### src/rtl/dispatch_pkg.sv
package dispatch_pkg;
    localparam int WORD_W = 32;
    localparam int CLS_W  = 3;
    localparam int REG_N  = 128;
    localparam int REG_W  = $clog2(REG_N);
    localparam int NSRC   = 3;
    localparam int MAX_LAT = 7;
    localparam int CNT_W  = $clog2(MAX_LAT);

    typedef struct packed {
        logic              v;
        logic [WORD_W-1:0] word;
        logic [CLS_W-1:0]  cls;
    } slot_t;

    // Result latency per class, minus one (scoreboard load value)
    function automatic logic [CNT_W-1:0] wait_of(input logic [CLS_W-1:0] c);
        logic [CNT_W-1:0] r;
        case (c)
            3'd0:    r = CNT_W'(1);
            3'd1:    r = CNT_W'(3);
            3'd2:    r = CNT_W'(5);
            3'd3:    r = CNT_W'(6);
            3'd4:    r = CNT_W'(3);
            3'd5:    r = CNT_W'(5);
            3'd6:    r = CNT_W'(3);
            default: r = CNT_W'(5);
        endcase
        return r;
    endfunction

    function automatic logic [REG_W-1:0] f_dst(input logic [WORD_W-1:0] w);
        return w[REG_W-1:0];
    endfunction

    function automatic logic [REG_W-1:0] f_src(input logic [WORD_W-1:0] w, input int i);
        return w[REG_W*(i+1) +: REG_W];
    endfunction

    function automatic logic f_use(input logic [WORD_W-1:0] w, input int i);
        return w[WORD_W-NSRC+i];
    endfunction
endpackage

### src/rtl/dd_scoreboard.sv
module dd_scoreboard
    import dispatch_pkg::*;
#(
    parameter int N = REG_N
) (
    input  logic             clk,
    input  logic             rst_n,
    input  logic             seta_en,
    input  logic [REG_W-1:0] seta_idx,
    input  logic [CNT_W-1:0] seta_cnt,
    input  logic             setb_en,
    input  logic [REG_W-1:0] setb_idx,
    input  logic [CNT_W-1:0] setb_cnt,
    output logic [N-1:0]     busy
);
    for (genvar i = 0; i < N; i++) begin : g_ent
        logic [CNT_W-1:0] cnt_d, cnt_q;
        logic hit_a, hit_b;

        always_comb begin
            hit_a = seta_en && (seta_idx == REG_W'(i));
            hit_b = setb_en && (setb_idx == REG_W'(i));
            cnt_d = cnt_q;
            if (hit_a)             cnt_d = seta_cnt;
            else if (hit_b)        cnt_d = setb_cnt;
            else if (cnt_q != '0)  cnt_d = cnt_q - 1'b1;
        end

        always_ff @(posedge clk) begin
            if (!rst_n) cnt_q <= '0;
            else        cnt_q <= cnt_d;
        end

        assign busy[i] = (cnt_q != '0);

        // an entry not reloaded counts down by exactly one
        a_r7_countdown: assert property (@(posedge clk) disable iff (!rst_n)
            (cnt_q != '0 && !hit_a && !hit_b) |=> (cnt_q == $past(cnt_q) - 1'b1));
    end
endmodule

### src/rtl/dd_pair_check.sv
module dd_pair_check
    import dispatch_pkg::*;
#(
    parameter int ADDR_W = 30
) (
    input  logic [WORD_W-1:0] w0,
    input  logic [WORD_W-1:0] w1,
    input  logic [ADDR_W-1:0] a0,
    input  logic [ADDR_W-1:0] a1,
    input  logic [CLS_W-1:0]  c0,
    input  logic [CLS_W-1:0]  c1,
    input  logic [REG_N-1:0]  busy,
    output logic              rdy0,
    output logic              rdy1,
    output logic              pairable
);
    logic raw, waw, place_ok;

    always_comb begin
        rdy0 = 1'b1;
        rdy1 = 1'b1;
        raw  = 1'b0;
        for (int i = 0; i < NSRC; i++) begin
            if (f_use(w0, i) && busy[f_src(w0, i)]) rdy0 = 1'b0;
            if (f_use(w1, i) && busy[f_src(w1, i)]) rdy1 = 1'b0;
            if (f_use(w1, i) && f_src(w1, i) == f_dst(w0)) raw = 1'b1;
        end
        waw      = (f_dst(w0) == f_dst(w1));
        place_ok = !a0[0] && (a1 == a0 + 1'b1) && !c0[CLS_W-1] && c1[CLS_W-1];
        pairable = place_ok && !raw && !waw;
    end
endmodule

### src/rtl/dual_issue_dispatch.sv
module dual_issue_dispatch
    import dispatch_pkg::*;
#(
    parameter int ADDR_W = 30
) (
    input  logic              clk,
    input  logic              rst_n,
    input  logic              pair_valid,
    input  logic [31:0]       ins0_word,
    input  logic [ADDR_W-1:0] ins0_addr,
    input  logic [2:0]        ins0_cls,
    input  logic [31:0]       ins1_word,
    input  logic [ADDR_W-1:0] ins1_addr,
    input  logic [2:0]        ins1_cls,
    output logic              fetch_stall,
    output logic              even_valid,
    output logic [31:0]       even_word,
    output logic [2:0]        even_cls,
    output logic              odd_valid,
    output logic [31:0]       odd_word,
    output logic [2:0]        odd_cls
);
    typedef struct packed {
        logic  second;  // first word already issued, second pending
        slot_t ev;
        slot_t od;
    } st_t;

    st_t st_d, st_q;
    logic [REG_N-1:0] busy;
    logic rdy0, rdy1, pairable;
    logic go0, go1, take;

    dd_pair_check #(.ADDR_W(ADDR_W)) u_pair (
        .w0(ins0_word), .w1(ins1_word), .a0(ins0_addr), .a1(ins1_addr),
        .c0(ins0_cls), .c1(ins1_cls), .busy(busy),
        .rdy0(rdy0), .rdy1(rdy1), .pairable(pairable)
    );

    dd_scoreboard #(.N(REG_N)) u_sb (
        .clk(clk), .rst_n(rst_n),
        .seta_en(go0), .seta_idx(f_dst(ins0_word)), .seta_cnt(wait_of(ins0_cls)),
        .setb_en(go1), .setb_idx(f_dst(ins1_word)), .setb_cnt(wait_of(ins1_cls)),
        .busy(busy)
    );

    always_comb begin
        st_d      = st_q;
        st_d.ev.v = 1'b0;
        st_d.od.v = 1'b0;
        go0  = 1'b0;
        go1  = 1'b0;
        take = 1'b0;
        if (pair_valid) begin
            if (!st_q.second) begin
                if (rdy0) begin
                    go0 = 1'b1;
                    if (pairable && rdy1) begin
                        go1  = 1'b1;
                        take = 1'b1;
                    end else begin
                        st_d.second = 1'b1;
                    end
                end
            end else if (rdy1) begin
                go1         = 1'b1;
                take        = 1'b1;
                st_d.second = 1'b0;
            end
        end
        if (go0) begin
            if (ins0_cls[CLS_W-1]) st_d.od = '{v: 1'b1, word: ins0_word, cls: ins0_cls};
            else                   st_d.ev = '{v: 1'b1, word: ins0_word, cls: ins0_cls};
        end
        if (go1) begin
            if (ins1_cls[CLS_W-1]) st_d.od = '{v: 1'b1, word: ins1_word, cls: ins1_cls};
            else                   st_d.ev = '{v: 1'b1, word: ins1_word, cls: ins1_cls};
        end
    end

    always_ff @(posedge clk) begin
        if (!rst_n) st_q <= '0;
        else        st_q <= st_d;
    end

    assign fetch_stall = pair_valid && !take;
    assign even_valid  = st_q.ev.v;
    assign even_word   = st_q.ev.word;
    assign even_cls    = st_q.ev.cls;
    assign odd_valid   = st_q.od.v;
    assign odd_word    = st_q.od.word;
    assign odd_cls     = st_q.od.cls;

    a_r10_even_route: assert property (@(posedge clk) disable iff (!rst_n)
        even_valid |-> !even_cls[CLS_W-1]);
    a_r10_odd_route: assert property (@(posedge clk) disable iff (!rst_n)
        odd_valid |-> odd_cls[CLS_W-1]);
    a_r6_pair_dst: assert property (@(posedge clk) disable iff (!rst_n)
        (even_valid && odd_valid) |-> (f_dst(even_word) != f_dst(odd_word)));
    a_r3_pair_parity: assert property (@(posedge clk) disable iff (!rst_n)
        (even_valid && odd_valid) |-> !$past(ins0_addr[0]));
    a_r7_dst_marked: assert property (@(posedge clk) disable iff (!rst_n)
        even_valid |-> busy[f_dst(even_word)]);
endmodule

### config.mk
export PLATFORM = sky130hd
export DESIGN_NAME = dual_issue_dispatch
export DESIGN_NICKNAME = d
export VERILOG_FILES = /design/src/rtl/dispatch_pkg.sv /design/src/rtl/dd_scoreboard.sv /design/src/rtl/dd_pair_check.sv /design/src/rtl/dual_issue_dispatch.sv
export SDC_FILE = /design/constraint.sdc
export NUM_CORES = 2
export LEC_CHECK = 0
export BUFFER_PORTS_ARGS = -buffer_cell sky130_fd_sc_hd__buf_2
export CELL_PAD_IN_SITES_DETAIL_PLACEMENT = 1
export CELL_PAD_IN_SITES_GLOBAL_PLACEMENT = 1
export CORE_UTILIZATION = 45
export CTS_BUF_LIST = sky130_fd_sc_hd__clkbuf_8
export DETAILED_ROUTE_END_ITERATION = 12
export PLACE_DENSITY_LB_ADDON = 0.08
export SETUP_SLACK_MARGIN = 0.15
export SKIP_LAST_GASP = 1
export SYNTH_ARGS = -nofsm -noshare
export SYNTH_HDL_FRONTEND = slang
export SYNTH_SLANG_ARGS = --single-unit
### constraint.sdc
create_clock -name clk -period 3.7 [get_ports clk]
set_input_delay 0 -clock clk [delete_from_list [all_inputs] [get_ports clk]]
set_output_delay 0 -clock clk [all_outputs]
set_load 0.005 [all_outputs]
# --- Yosys cells after proc, flatten, opt, wreduce, memory -nomap -nowiden ---
# Cells that the tools add are included.
totals:
  reg_bits: 457
  inputBits: 133
  elab_cells: 1501
classes:
  add_sub_neg: 129
  order_cmp: 6
  n_eq_ne: 267
  muxes: 425
  n_reduce_logical: 539
op_table:
  columns: ["cell", "count"]
  rows:
  - ["$mux 3", 384]
  - ["$eq 7x7->1 const B", 128]
  - ["$reduce_bool 3->1", 256]
  - ["$eq 7x6->1 const B", 64]
  - ["$sub 3x1->3 const B", 128]
  - ["$logic_and 1x1->1", 272]
  - ["$eq 7x5->1 const B", 32]
  - ["$mux 36", 4]
  - ["$mux 72", 2]
  - ["$eq 7x4->1 const B", 16]
  - ["$eq 7x3->1 const B", 8]
  - ["$lt 7x8->1 const B", 6]
  - ["$bmux 1 s7", 6]
  - ["$add 30x1->30 const B", 1]
  - ["$eq 30x30->1", 1]
  - ["$eq 7x2->1 const B", 4]
  - ["$eq 7x7->1", 4]
  - ["$mux 1", 27]
  - ["$pmux 3 s3", 2]
  - ["$eq 7x1->1 const B", 2]
  - ["$logic_not 7->1", 2]
  - ["$eq 3x3->1 const B", 4]
  - ["$eq 3x1->1 const B", 2]
  - ["$eq 3x2->1 const B", 2]
  - ["3 further kinds", 9]

# --- Logic depth before layout (Yosys ltp) ---
depth:
  ltp_word: 16
  depth_mapped: 18
  ltp_nobuf: 14

# --- Hierarchy ---
# A second synthesis with hierarchy kept.
hier_totals:
  hier_cells: 4923
  hier_area_um2: 40701.5
modules_own_cells:
  columns: ["mod", "instances", "cells_per_inst", "area_each_um2", "seq_area_each_um2"]
  rows:
  - ["dd_scoreboard", 1, 3694, 28427.3, 7687.4]
  - ["dd_pair_check", 1, 737, 7926.4, 0.0]
  - ["dual_issue_dispatch", 1, 492, 4347.9, 1461.4]

# --- Least setup slack after synthesis ---
# OpenSTA, ideal clock, no wires.
synth_path:
  kind: "register to register"
  from: "reg u_sb.g_ent[127].cnt_q[0]"
  to: "reg u_sb.g_ent[37].cnt_q[2]"
  setup_time_ns: 0.130
  arrival_ns: 3.571
  required_time_ns: 3.570
  setup_slack_ns: -0.001
  stages_incl_launch_ff: 16
  n_path_buf: 4
  period_less_slack_ns: 3.701
  cell_sequence: "dfxtp_1 -> inv_1 -> ha_1 -> ha_1 -> clkbuf_1 -> mux4_2 -> mux4_2 -> mux4_2 -> a211oi_1 -> a311oi_2 -> buf_4 -> buf_6 -> buf_2 -> nand4_1 -> mux2i_1 -> o22ai_1"
synth_between:
  elab_chain_cells: 15
  word_cells_on_any_way: 39
synth_lines:
  columns: ["item", "line", "rtl"]
  rows:
  - ["from (decl)", "dd_scoreboard.sv:17", "logic [CNT_W-1:0] cnt_d, cnt_q;"]
  - ["from (signal assigned)", "dd_scoreboard.sv:31", "else cnt_q <= cnt_d;"]
  - ["$reduce_bool 3->1 *", "dd_scoreboard.sv:34", "assign busy[i] = (cnt_q != '0);"]
  - ["$bmux 1 s7", "dd_pair_check.sv:25", "if (f_use(w1, i) && busy[f_src(w1, i)]) rdy1 = 1'b0;"]
  - ["$mux 1 (not written as such)", "dd_pair_check.sv:25", null]
  - ["$logic_and 1x1->1", "dd_pair_check.sv:25", null]
  - ["$mux 1 (3 in a row)", "dd_pair_check.sv:25", null]
  - ["$logic_and 1x1->1", "dual_issue_dispatch.sv:58", "if (pairable && rdy1) begin"]
  - ["$mux 1", "dual_issue_dispatch.sv:58", null]
  - ["$mux 1", "dual_issue_dispatch.sv:56", "if (rdy0) begin"]
  - ["$mux 1", "dual_issue_dispatch.sv:55", "if (!st_q.second) begin"]
  - ["$mux 1", "dual_issue_dispatch.sv:54", "if (pair_valid) begin"]
  - ["$logic_and 1x1->1", "dd_scoreboard.sv:22", "hit_b = setb_en && (setb_idx == REG_W'(i));"]
  - ["$mux 3", "dd_scoreboard.sv:25", "else if (hit_b) cnt_d = setb_cnt;"]
  - ["$mux 3", "dd_scoreboard.sv:24", "if (hit_a) cnt_d = seta_cnt;"]
  - ["to (signal assigned)", "dd_scoreboard.sv:31", null]
  - ["to (decl)", "dd_scoreboard.sv:17", null]
# Every way passes the cells marked *; elsewhere a longest branch is shown, timed or not. The select of a mux whose other input is x is not followed.
# A chain may end at the register's enable or synchronous reset.

# --- Worst setup path after layout ---
layout_path:
  from: "reg u_sb.g_ent[65].cnt_q[0]"
  to: "reg u_sb.g_ent[109].cnt_q[1]"
layout_between:
  elab_chain_cells: 15
  word_cells_on_any_way: 39
layout_lines:
  columns: ["item", "line"]
  rows:
  - ["from (decl)", "dd_scoreboard.sv:17"]
  - ["from (signal assigned)", "dd_scoreboard.sv:31"]
  - ["$reduce_bool 3->1 *", "dd_scoreboard.sv:34"]
  - ["$bmux 1 s7", "dd_pair_check.sv:25"]
  - ["$mux 1 (not written as such)", "dd_pair_check.sv:25"]
  - ["$logic_and 1x1->1", "dd_pair_check.sv:25"]
  - ["$mux 1 (3 in a row)", "dd_pair_check.sv:25"]
  - ["$logic_and 1x1->1", "dual_issue_dispatch.sv:58"]
  - ["$mux 1", "dual_issue_dispatch.sv:58"]
  - ["$mux 1", "dual_issue_dispatch.sv:56"]
  - ["$mux 1", "dual_issue_dispatch.sv:55"]
  - ["$mux 1", "dual_issue_dispatch.sv:54"]
  - ["$logic_and 1x1->1", "dd_scoreboard.sv:22"]
  - ["$mux 3", "dd_scoreboard.sv:25"]
  - ["$mux 3", "dd_scoreboard.sv:24"]
  - ["to (signal assigned)", "dd_scoreboard.sv:31"]
  - ["to (decl)", "dd_scoreboard.sv:17"]
# Marked as above.

==> results.sh <==
export IMPL_outcome="complete, but fails checks"
export IMPL_violations="setup timing"
export IMPL_hold_class="in2reg"
export IMPL_cp_required_ns=4.32
export IMPL_slew_viol_final=0
export IMPL_via_per_inst=6.41
export IMPL_path_class="reg2reg"
export IMPL_core_mm2=0.0872
export IMPL_die_y_um=299
export IMPL_clockBufferDepth=3
export IMPL_synthFlopType="dfxtp_1"
export IMPL_synth_area_mm2=0.0398
export IMPL_drc=0
export IMPL_grt_overflow=0
export IMPL_p_comb_share_pct=69.0
export IMPL_path_delay_family="buffers and inverters"
export IMPL_crit_fanout=11
export IMPL_clk_insertion_delay_late_ns=0.80
export IMPL_synth_edf_count=0
export IMPL_numCtsBuffers=91
export IMPL_pwr_share_seq_pct=18.1
export IMPL_pre_cts_slack_ns=-0.499
export IMPL_drv_cap=0
export IMPL_wirelength_um=204000
export IMPL_wl_per_cell_um=31.0
export IMPL_cts_clk_slew_worst_paths_ns=0.07
export IMPL_grt_antenna_before_repair=10
export IMPL_grt_max_degree=103
export IMPL_dieWidth_um=299
export IMPL_firstDrtPassIters=6
export IMPL_finalNetCount=5737
export IMPL_hold_viol=0
export IMPL_arrival_ns=4.98
export IMPL_ant_nets=0
export IMPL_layout_common_cells="buf_4, mux2i_1, dfxtp_1"
export IMPL_rsz0062_at_grt="true"
export IMPL_clock_power_share_pct=12.9
export IMPL_p_int_mw=23.7
export IMPL_synth_cell_types=84
export IMPL_power_leakage_nw=23.0
export IMPL_cp_end_kind="flop"
export IMPL_vias=42082
export IMPL_startpoint_type="flop"
export IMPL_crit_buf_inv=9
export IMPL_worst_slew_pin_slew_ns=1.34
export IMPL_syn2layout_area_growth_pct=31.5
export IMPL_cts_root_buf="clkbuf_8"
export IMPL_syn_avg_cell_area_um2=8.62
export IMPL_io_buffers=205
export IMPL_cpPeakStageDelay_ns=0.51
export IMPL_setup_viol=457
export IMPL_multiInputGateArea_mm2=0.0285
export IMPL_p_sw_mw=17.4
export IMPL_rows=108
export IMPL_grt_usage_pct=42.3
export IMPL_fin_ws_ns=-0.667
export IMPL_critPathSlowestCell="mux4_2"
export IMPL_period_minus_slack_ns=4.37
export IMPL_power_density_mw_per_mm2=786
export IMPL_slew_headroom_pct=10.3
export IMPL_die_area_mm2=0.0895
export IMPL_switching_share_pct=42.3
export IMPL_grt_pass1_wl_um=279000
export IMPL_drt_iter0_drc=4399
export IMPL_fin_skew_ns=0.0511
export IMPL_layout_cells_non_filler=6569
export IMPL_yosysWarnings=0
export IMPL_path_cells="inv_1, ha_2, ha_4, buf_12, mux4_2, mux2i_1, mux4_2, mux2i_1, buf_4, a211oi_4, nor4_4, clkbuf_16, buf_4, a21oi_4, buf_6, buf_12, buf_6, buf_4, nor4b_4, mux2i_1, a211oi_1"
export IMPL_fmax_mhz=229
export IMPL_postSynthCellCount=4612
export IMPL_grt_pass1_vias=41943
export IMPL_dp_cells=6220
export IMPL_power_mw=41.1
export IMPL_place_gp_congestion=1.02
export IMPL_h_tree_depth=3
export IMPL_seqCellArea_mm2=0.00920
export IMPL_synth_fp_nets=5002
export IMPL_cts_tree="yes"
export IMPL_nFillCells=9945
export IMPL_start_util_pct=45.6
export IMPL_min_period_over_period_pct=118
export IMPL_synth_seq_cells=457
export IMPL_irDropWorstVdd_uv=476
export IMPL_clock_sinks=457
export IMPL_ys_async_sr_fraction_pct=0
export IMPL_dpl_hpwl_um=139000
export IMPL_drive_above_1_share_pct=34.5
export IMPL_yosysSeqAreaShare_pct=23.0
export IMPL_final_common_cell="buf_4"
export IMPL_ios=206
## power by group through the flow
stage,sequential [mW],clock [mW],combinational (mW)
2_1_floorplan,7.34,0,15.8
3_3_place_gp,7.37,0,23.5
3_5_place_dp,7.45,0,24.5
4_1_cts,7.37,5.33,25.5
5_1_grt,7.57,5.55,30.0
6_report,7.45,5.29,28.3
## routing by layer
layer	up-vias	global-route usage, %	wire [um]
met3	852	9.73	21600
met2	2474	66.9	89700
met4	2	25.9	16300
met5	-	0	13
li1	17851	-	-
met1	20903	52.2	76300
## state kept, by name, indices dropped and copies added, names as in the netlist
signal / cells
odd_cls: 3
st_q: 1
even_cls: 3
even_valid: 1
odd_word: 32
u_sb.g_ent.cnt_q: 384
even_word: 32
odd_valid: 1
## worst register-to-register path: stages (launching register included)
cell and delay (ns):
dfxtp_1 0.33, inv_1 0.08, ha_2 0.21, ha_4 0.15, buf_12 0.13, mux4_2 0.24
mux2i_1 0.08, mux4_2 0.51, mux2i_1 0.15, buf_4 0.15, a211oi_4 0.06, nor4_4 0.42
clkbuf_16 0.22, buf_4 0.14, a21oi_4 0.08, buf_6 0.13, buf_12 0.14, buf_6 0.14
buf_4 0.13, nor4b_4 0.38, mux2i_1 0.23, a211oi_1 0.10
## per-stage QoR
stage	TNS [ns]	util [%]	cell area, um2	hold slack [ns]
final	-212.45	60.0	52300	0.0959
after global routing	-232.29	60.0	52300	0.144
after CTS	-184.55	57.0	49700	0.0362
after detailed placement	-159.50	53.2	46400	0.318
after global placement	-149.28	53.2	46400	0.306
after floorplan	0	-	40000	0.183
## worst paths after layout
path | start | to | slack [ns] | depth (start not counted)
worst max-delay path | u_sb.g_ent[65].cnt_q[0] | u_sb.g_ent[109].cnt_q[1] | -0.67 | 21
worst min-delay path | ins1_word[28] | even_word[28] | 0.1 | 4
worst max register to register | u_sb.g_ent[65].cnt_q[0] | u_sb.g_ent[109].cnt_q[1] | -0.67 | 21
worst min register to register | odd_cls[2] | odd_cls[2] | 0.46 | 2
## Yosys cell counts (17+ instances only)
cell type / number / area share (%)
mux2i_1: 646 / 16
dfxtp_1: 457 / 23
inv_1: 400 / 3.8
a21oi_1: 321 / 4.0
o21ai_0: 301 / 3.8
nand2_1: 283 / 2.7
clkbuf_1: 264 / 2.5
ha_1: 257 / 8.1
nor2_1: 243 / 2.3
mux4_2: 192 / 11
xnor2_1: 157 / 3.5
nand3_1: 125 / 1.6
buf_4: 97 / 1.8
nand4_1: 95 / 1.5
a211oi_1: 88 / 1.7
buf_1: 80 / 0.76
buf_2: 65 / 0.82
mux2_2: 59 / 1.7
nor3_1: 46 / 0.58
xor2_1: 40 / 0.88
o22ai_1: 39 / 0.61
o211a_1: 29 / 0.73
and3_1: 24 / 0.38
and2_1: 17 / 0.27
nor2b_1: 17 / 0.27
## layout make-up
class | instances | share of cell area [%]
Multi-Input combinational cell | 3235 | 54.5
Timing Repair Buffer | 1161 | 18.8
Sequential cell | 457 | 17.6
Clock buffer | 116 | 3.05
Inverter | 401 | 2.88
Tap cell | 1155 | 2.76
Clock inverter | 36 | 0.292
Antenna cell | 8 | 0.0383
## logic make-up after synthesis
group / synth area share (%)
AO/OA/AOI/OAI: 13.4
XOR/XNOR: 4.34
adder cells (fa/ha/maj): 8.09
buffers and inverters: 10.1
flip-flops: 23.0
multiplexers: 28.8
AND/OR/NAND/NOR: 12.3
## repair_timing
action | in CTS | in global routing
pin swaps | 27 | 109
cloned | 8 | 18
endpoints found under the hold margin | 180 | 0
buffers inserted | 29 | 65
resized for setup | 151 | 393
hold buffers | 69 | 0
endpoints found under the setup margin | 458 | 458
(Power assumes the default switching activity.)
